`config.mk`:
```
export PLATFORM = sky130hd
export DESIGN_NAME = tlb_asid_top
export DESIGN_NICKNAME = d
export VERILOG_FILES = /design/src/rtl/tlb_pkg.sv /design/src/rtl/tlb_prio.sv /design/src/rtl/tlb_cam.sv /design/src/rtl/tlb_victim.sv /design/src/rtl/tlb_asid_top.sv
export SDC_FILE = /design/constraint.sdc
export NUM_CORES = 2
export LEC_CHECK = 0
export ABC_CLOCK_PERIOD_IN_PS = 7150
export BUFFER_PORTS_ARGS = -buffer_cell sky130_fd_sc_hd__buf_2
export CAP_MARGIN = 5
export CORE_AREA = 2 2 409 411
export CTS_CLUSTER_SIZE = 30
export DETAILED_ROUTE_END_ITERATION = 16
export DIE_AREA = 0 0 411 413
export PLACE_DENSITY = 0.44
export SLEW_MARGIN = 5
export SYNTH_ARGS = -nofsm -noshare
export SYNTH_HDL_FRONTEND = slang
export SYNTH_SLANG_ARGS = --single-unit
```
`constraint.sdc`:
```
create_clock -name clk_i -period 7.15 [get_ports clk_i]
set_clock_uncertainty 0.15 [all_clocks]
set_input_delay 2.145 -clock clk_i [delete_from_list [all_inputs] [get_ports clk_i]]
set_output_delay 2.145 -clock clk_i [all_outputs]
set_load 0.02 [all_outputs]
```
`src/rtl/tlb_pkg.sv`:
```
package tlb_pkg;
  typedef enum logic {
    SW_FLUSH = 1'b0,
    SW_TAGGED = 1'b1
  } sw_mode_e;
endpackage

```
`src/rtl/tlb_prio.sv`:
```
module tlb_prio #(
  parameter int N  = 16,
  localparam int IW = $clog2(N)
) (
  input  logic [N-1:0]  vec_i,
  output logic          found_o,
  output logic [IW-1:0] idx_o
);
  always_comb begin
    found_o = 1'b0;
    idx_o   = '0;
    for (int i = N - 1; i >= 0; i--) begin
      if (vec_i[i]) begin
        found_o = 1'b1;
        idx_o   = IW'(i);
      end
    end
  end
endmodule

```
`src/rtl/tlb_cam.sv`:
```
module tlb_cam #(
  parameter int N      = 16,
  parameter int VPN_W  = 20,
  parameter int ASID_W = 8
) (
  input  logic [N-1:0]             valid_i,
  input  logic [N-1:0]             glob_i,
  input  logic [N-1:0][VPN_W-1:0]  vpn_i,
  input  logic [N-1:0][ASID_W-1:0] asid_i,
  input  logic [VPN_W-1:0]         key_vpn_i,
  input  logic [ASID_W-1:0]        key_asid_i,
  input  logic                     use_asid_i,
  output logic [N-1:0]             match_o
);
  for (genvar g = 0; g < N; g++) begin : g_slot
    logic tag_ok;
    assign tag_ok     = glob_i[g] | ~use_asid_i | (asid_i[g] == key_asid_i);
    assign match_o[g] = valid_i[g] & tag_ok & (vpn_i[g] == key_vpn_i);
  end
endmodule

```
`src/rtl/tlb_victim.sv`:
```
module tlb_victim #(
  parameter int N  = 16,
  localparam int IW = $clog2(N)
) (
  input  logic          clk_i,
  input  logic          rst_ni,
  input  logic [N-1:0]  free_i,
  input  logic          alloc_i,
  output logic [IW-1:0] idx_o
);
  logic          free_found;
  logic [IW-1:0] free_idx;
  logic [IW-1:0] rr_q;

  tlb_prio #(.N(N)) u_free (
    .vec_i  (free_i),
    .found_o(free_found),
    .idx_o  (free_idx)
  );

  assign idx_o = free_found ? free_idx : rr_q;

  always_ff @(posedge clk_i or negedge rst_ni) begin
    if (!rst_ni) begin
      rr_q <= '0;
    end else if (alloc_i && !free_found) begin
      rr_q <= (rr_q == IW'(N - 1)) ? '0 : rr_q + 1'b1;
    end
  end
endmodule

```
`src/rtl/tlb_asid_top.sv`:
```
module tlb_asid_top
  import tlb_pkg::*;
#(
  parameter int ENTRIES = 16,
  parameter int VPN_W   = 20,
  parameter int PPN_W   = 20,
  parameter int ASID_W  = 8,
  localparam int IW     = $clog2(ENTRIES)
) (
  input  logic              clk_i,
  input  logic              rst_ni,
  input  logic              asid_mode_i,
  input  logic [VPN_W-1:0]  lk_vpn_i,
  output logic              lk_hit_o,
  output logic [PPN_W-1:0]  lk_ppn_o,
  input  logic              ptb_we_i,
  input  logic [ASID_W-1:0] ptb_asid_i,
  output logic [ASID_W-1:0] cur_asid_o,
  input  logic              flush_all_i,
  input  logic              fill_i,
  input  logic [VPN_W-1:0]  fill_vpn_i,
  input  logic [PPN_W-1:0]  fill_ppn_i,
  input  logic [ASID_W-1:0] fill_asid_i,
  input  logic              fill_global_i
);
  logic [ENTRIES-1:0]             valid_q, glob_q;
  logic [ENTRIES-1:0][VPN_W-1:0]  vpn_q;
  logic [ENTRIES-1:0][PPN_W-1:0]  ppn_q;
  logic [ENTRIES-1:0][ASID_W-1:0] asid_q;
  logic [ASID_W-1:0]              cur_asid_q;

  logic [ENTRIES-1:0] match, valid_flushed, valid_d;
  logic [IW-1:0]      hit_idx, vic_idx;
  sw_mode_e           mode;

  assign mode = sw_mode_e'(asid_mode_i);

  tlb_cam #(.N(ENTRIES), .VPN_W(VPN_W), .ASID_W(ASID_W)) u_cam (
    .valid_i   (valid_q),
    .glob_i    (glob_q),
    .vpn_i     (vpn_q),
    .asid_i    (asid_q),
    .key_vpn_i (lk_vpn_i),
    .key_asid_i(cur_asid_q),
    .use_asid_i(mode == SW_TAGGED),
    .match_o   (match)
  );

  tlb_prio #(.N(ENTRIES)) u_hit (
    .vec_i  (match),
    .found_o(lk_hit_o),
    .idx_o  (hit_idx)
  );

  assign lk_ppn_o   = ppn_q[hit_idx];
  assign cur_asid_o = cur_asid_q;

  // flush is applied before the fill chooses its slot
  always_comb begin
    valid_flushed = valid_q;
    if (flush_all_i)                           valid_flushed = '0;
    else if (ptb_we_i && mode == SW_FLUSH)     valid_flushed = valid_q & glob_q;
    valid_d = valid_flushed;
    if (fill_i) valid_d[vic_idx] = 1'b1;
  end

  tlb_victim #(.N(ENTRIES)) u_vic (
    .clk_i  (clk_i),
    .rst_ni (rst_ni),
    .free_i (~valid_flushed),
    .alloc_i(fill_i),
    .idx_o  (vic_idx)
  );

  always_ff @(posedge clk_i or negedge rst_ni) begin
    if (!rst_ni) begin
      valid_q    <= '0;
      cur_asid_q <= '0;
    end else begin
      valid_q <= valid_d;
      if (ptb_we_i) cur_asid_q <= ptb_asid_i;
    end
  end

  always_ff @(posedge clk_i or negedge rst_ni) begin
    if (!rst_ni) begin
      glob_q <= '0;
      vpn_q  <= '0;
      ppn_q  <= '0;
      asid_q <= '0;
    end else if (fill_i) begin
      glob_q[vic_idx] <= fill_global_i;
      vpn_q[vic_idx]  <= fill_vpn_i;
      ppn_q[vic_idx]  <= fill_ppn_i;
      asid_q[vic_idx] <= fill_asid_i;
    end
  end
endmodule

```
==> summary.md <==
| Metric | Value |
|---|---|
| Status | complete, but fails checks |
| Failing checks | negative setup slack |
| Kind of critical path | in -> out |
| Final HPWL from detailed placement | 91.3 mm |
| Wire per inst | 24.0 um |
| 1st-pass router iterations | 5 |
| Core Rows | 150 |
| Fin. Hold Viols | 0 |
| First-pass GRT wire length | 211 mm |
| Fillers | 16.6k |
| CTS tree | built |
| Power Dens Cells | 229 nW/um^2 |
| Top-Level Pins | 112 |
| Cell at the root of the clock tree | clkbuf_16 |
| Largest net degree at the start of global routing | 138 |
| Synth area leader | dfrtp_1 |
| Ys async rst share | 1.00 |
| Seq/Total Area, Yosys | 0.494 |
| Worst Path Required | 4860 ps |
| Slew HR | 0.290 |
| Hold/Removal Path Class | reg -> reg |
| Count leader, synth | dfrtp_1 |
| Synthesized flop and latch total | 812 |
| # hold bufs at CTS | 0 |
| Layout cells sized above 1 | 0.476 |
| Initial DRC count | 1,593 |
| Yosys cell types | 77 |
| Chip Width | 411 um |
| GRT Resource Usage Total | 0.168 |
| Post-layout min period | 7860 ps |
| Die Ht | 413 um |
| Total congestion overflow | 0 |
| Post-Synthesis Net Count | 3,324 |
| Clk_lat worst skew | 740 ps |
| Post-Syn Area per Cell | 12.7 um^2 |
| Clock Sinks | 812 |
| Vias per cell | 4.72 |
| Routed via count | 28.4k |
| RSZ-0062 raised after global routing | true |
| Setup crit start kind | input port |
| Non-filler instance count after layout | 6,011 |
| Finish-stage setup viols | 20 |
| Top post-synthesis cells by area | dfrtp_1 (49%), mux2_2 (20%), xor2_1 (7.5%), nor4_1 (3.2%), mux2_1 (3.1%) |
| Clk slew on worst S/H paths | 60 ps |
| Slew Limit Fails | 0 |
| Net count of the finished layout | 3,808 |
| LEAKAGE | 25.5 nW |
| Post-route setup TNS | -12,650 ps |
| Vias in the first global route | 29.8k |
| H-tree Lvls | 3 |
| Max Buffers Root-to-Sink | 3 |
| Post-synth top flop | dfrtp_1 |
| Routed Antenna Nets | 0 |
| Synth top area share | 0.494 |
| Synthesized area | 41,100 um^2 |
| Synth-to-Final Area Change | 32.5% |
| Initial antenna violation count | 10 |
| Inst Count DP | 5,730 |
| Fin crit share | 1.10 |
| Worst IR Drop VDD | 0.000187 V |
| Core Region | 166,000 um^2 |
| Die area | 170,000 um^2 |
| Routability Congestion | 0.814 |
| Max Clk Rate | 127 MHz |
| Worst Path Max Fanout | 7 |
| Max Cap Viol | 0 |
| TritonCTS Buffers | 101 |
| Post-synth EDFFs | 0 |
| Setup crit end kind | output port |
| WP data arrival | 5570 ps |
| Port-buffer cells | 111 |
| Synth Instances | 3,240 |
| Effective utilization at floorplan | 0.248 |
| DRC Markers | 0 |
| Commonest cells in the netlist | dfrtp_1 (812), mux2_2 (716), xor2_1 (351), nor4_1 (209), mux2_1 (114) |
| Fin worst setup slack | -713 ps |
| DRT Wirelength | 144 mm |
| Synthesis warning total | 0 |
| Slew @ Worst Pin | 1060 ps |
[logic make-up after synthesis]
| family | Yosys count | share of synthesized area |
|---|---|---|
| mux | 913 | 0.248 |
| flops | 812 | 0.494 |
| xor+xnor | 449 | 0.0956 |
| simple gates | 520 | 0.0774 |
| fa+ha+maj | 1 | 0.000304 |
| compound gates | 245 | 0.0449 |
| buf+inv | 300 | 0.0397 |
[registers in the layout (all words and copies together) (netlist names)]
| signal | cells |
|---|---|
| asid_q | 128 |
| cur_asid_o | 8 |
| glob_q | 16 |
| ppn_q | 320 |
| u_vic.rr_q | 4 |
| valid_q | 16 |
| vpn_q | 320 |
[layout by cell type, fill, tap and decap left out, types with 25 or more instances in the layout]
master | Yosys | layout
dfrtp_1 | 812 | 812
mux2_2 | 716 | 712
buf_4 | 39 | 393
xor2_1 | 351 | 312
nor4_1 | 209 | 145
clkbuf_16 | 0 | 111
mux2_1 | 114 | 104
xnor2_1 | 98 | 90
o211ai_1 | 83 | 83
mux2i_1 | 80 | 78
nand4_1 | 76 | 76
buf_12 | 0 | 75
buf_2 | 96 | 71
buf_6 | 32 | 66
nand2_1 | 64 | 61
nor4_2 | 2 | 49
a21oi_1 | 30 | 28
clkbuf_8 | 0 | 28
inv_1 | 27 | 26
or4_4 | 4 | 25
[critical path: stages]
cell and delay, ps:
buf_8 100, buf_8 120, buf_6 130, xor2_2 180, nor4_1 210, nand4_1 240, or4_4 510, o21a_4 260
o211ai_4 250, o21ai_4 100, buf_8 160, buf_12 130, buf_16 140, buf_6 110, o211ai_1 240, nand4_1 250
nand3_2 130, buf_6 120
[power breakdown]
part	internal [mW]	switching (mW)
Combinational	0.933	0.923
Clock	3.20	2.19
Sequential	4.97	0.254
[per-stage QoR]
stage	utilization	cell area, um^2	setup WS [ps]	hold slack [ps]	power (mW)
global route	0.328	54500	-874	356	13.0
global placement	0.284	47100	-1390	316	6.98
finish	0.328	54500	-713	330	12.5
CTS	0.321	53300	-737	337	12.6
detailed placement	0.284	47100	-1330	325	6.99
floorplan	-	41200	0.907	302	6.18
[what timing repair did]
item / 4_1_cts / 5_1_grt
resized for setup: 353 / 163
hold endpoints to repair: 0 / 0
pin swaps: 151 / 102
buffers inserted: 62 / 25
setup endpoints to repair: 21 / 21
cloned: 16 / 11
[path summary, 6_finish.rpt]
path	depth (start not counted)	start	slack, ps	to
max reg2reg	11	glob_q[15]$_DFFE_PN0P_	3290	vpn_q[232]$_DFFE_PN0P_
max in group asynchronous	2	rst_ni	4130	ppn_q[216]$_DFFE_PN0P_
min	1	ppn_q[137]$_DFFE_PN0P_	330	ppn_q[137]$_DFFE_PN0P_
min in group asynchronous	1	rst_ni	1290	asid_q[103]$_DFFE_PN0P_
min reg2reg	1	ppn_q[137]$_DFFE_PN0P_	330	ppn_q[137]$_DFFE_PN0P_
max	18	lk_vpn_i[8]	-710	lk_ppn_o[0]
[cell type report]
type                    instances  area, um^2  area share
multi-input cells            2128       21200       0.390
diodes                          1        2.50   0.0000459
flip-flops and latches        812       20300       0.373
clock inverters                32         502     0.00921
clock buffers                 153        3000      0.0551
repair buffers                653        6560       0.120
well taps                    2204        2760      0.0506
inverters                      28         105     0.00193
[per-layer routing]
layer	global-route usage	share of wire
met5	0	0
met4	0.0470	0.023
met3	0.0221	0.033
met2	0.277	0.48
met1	0.229	0.47
(Power assumes the default switching activity.)
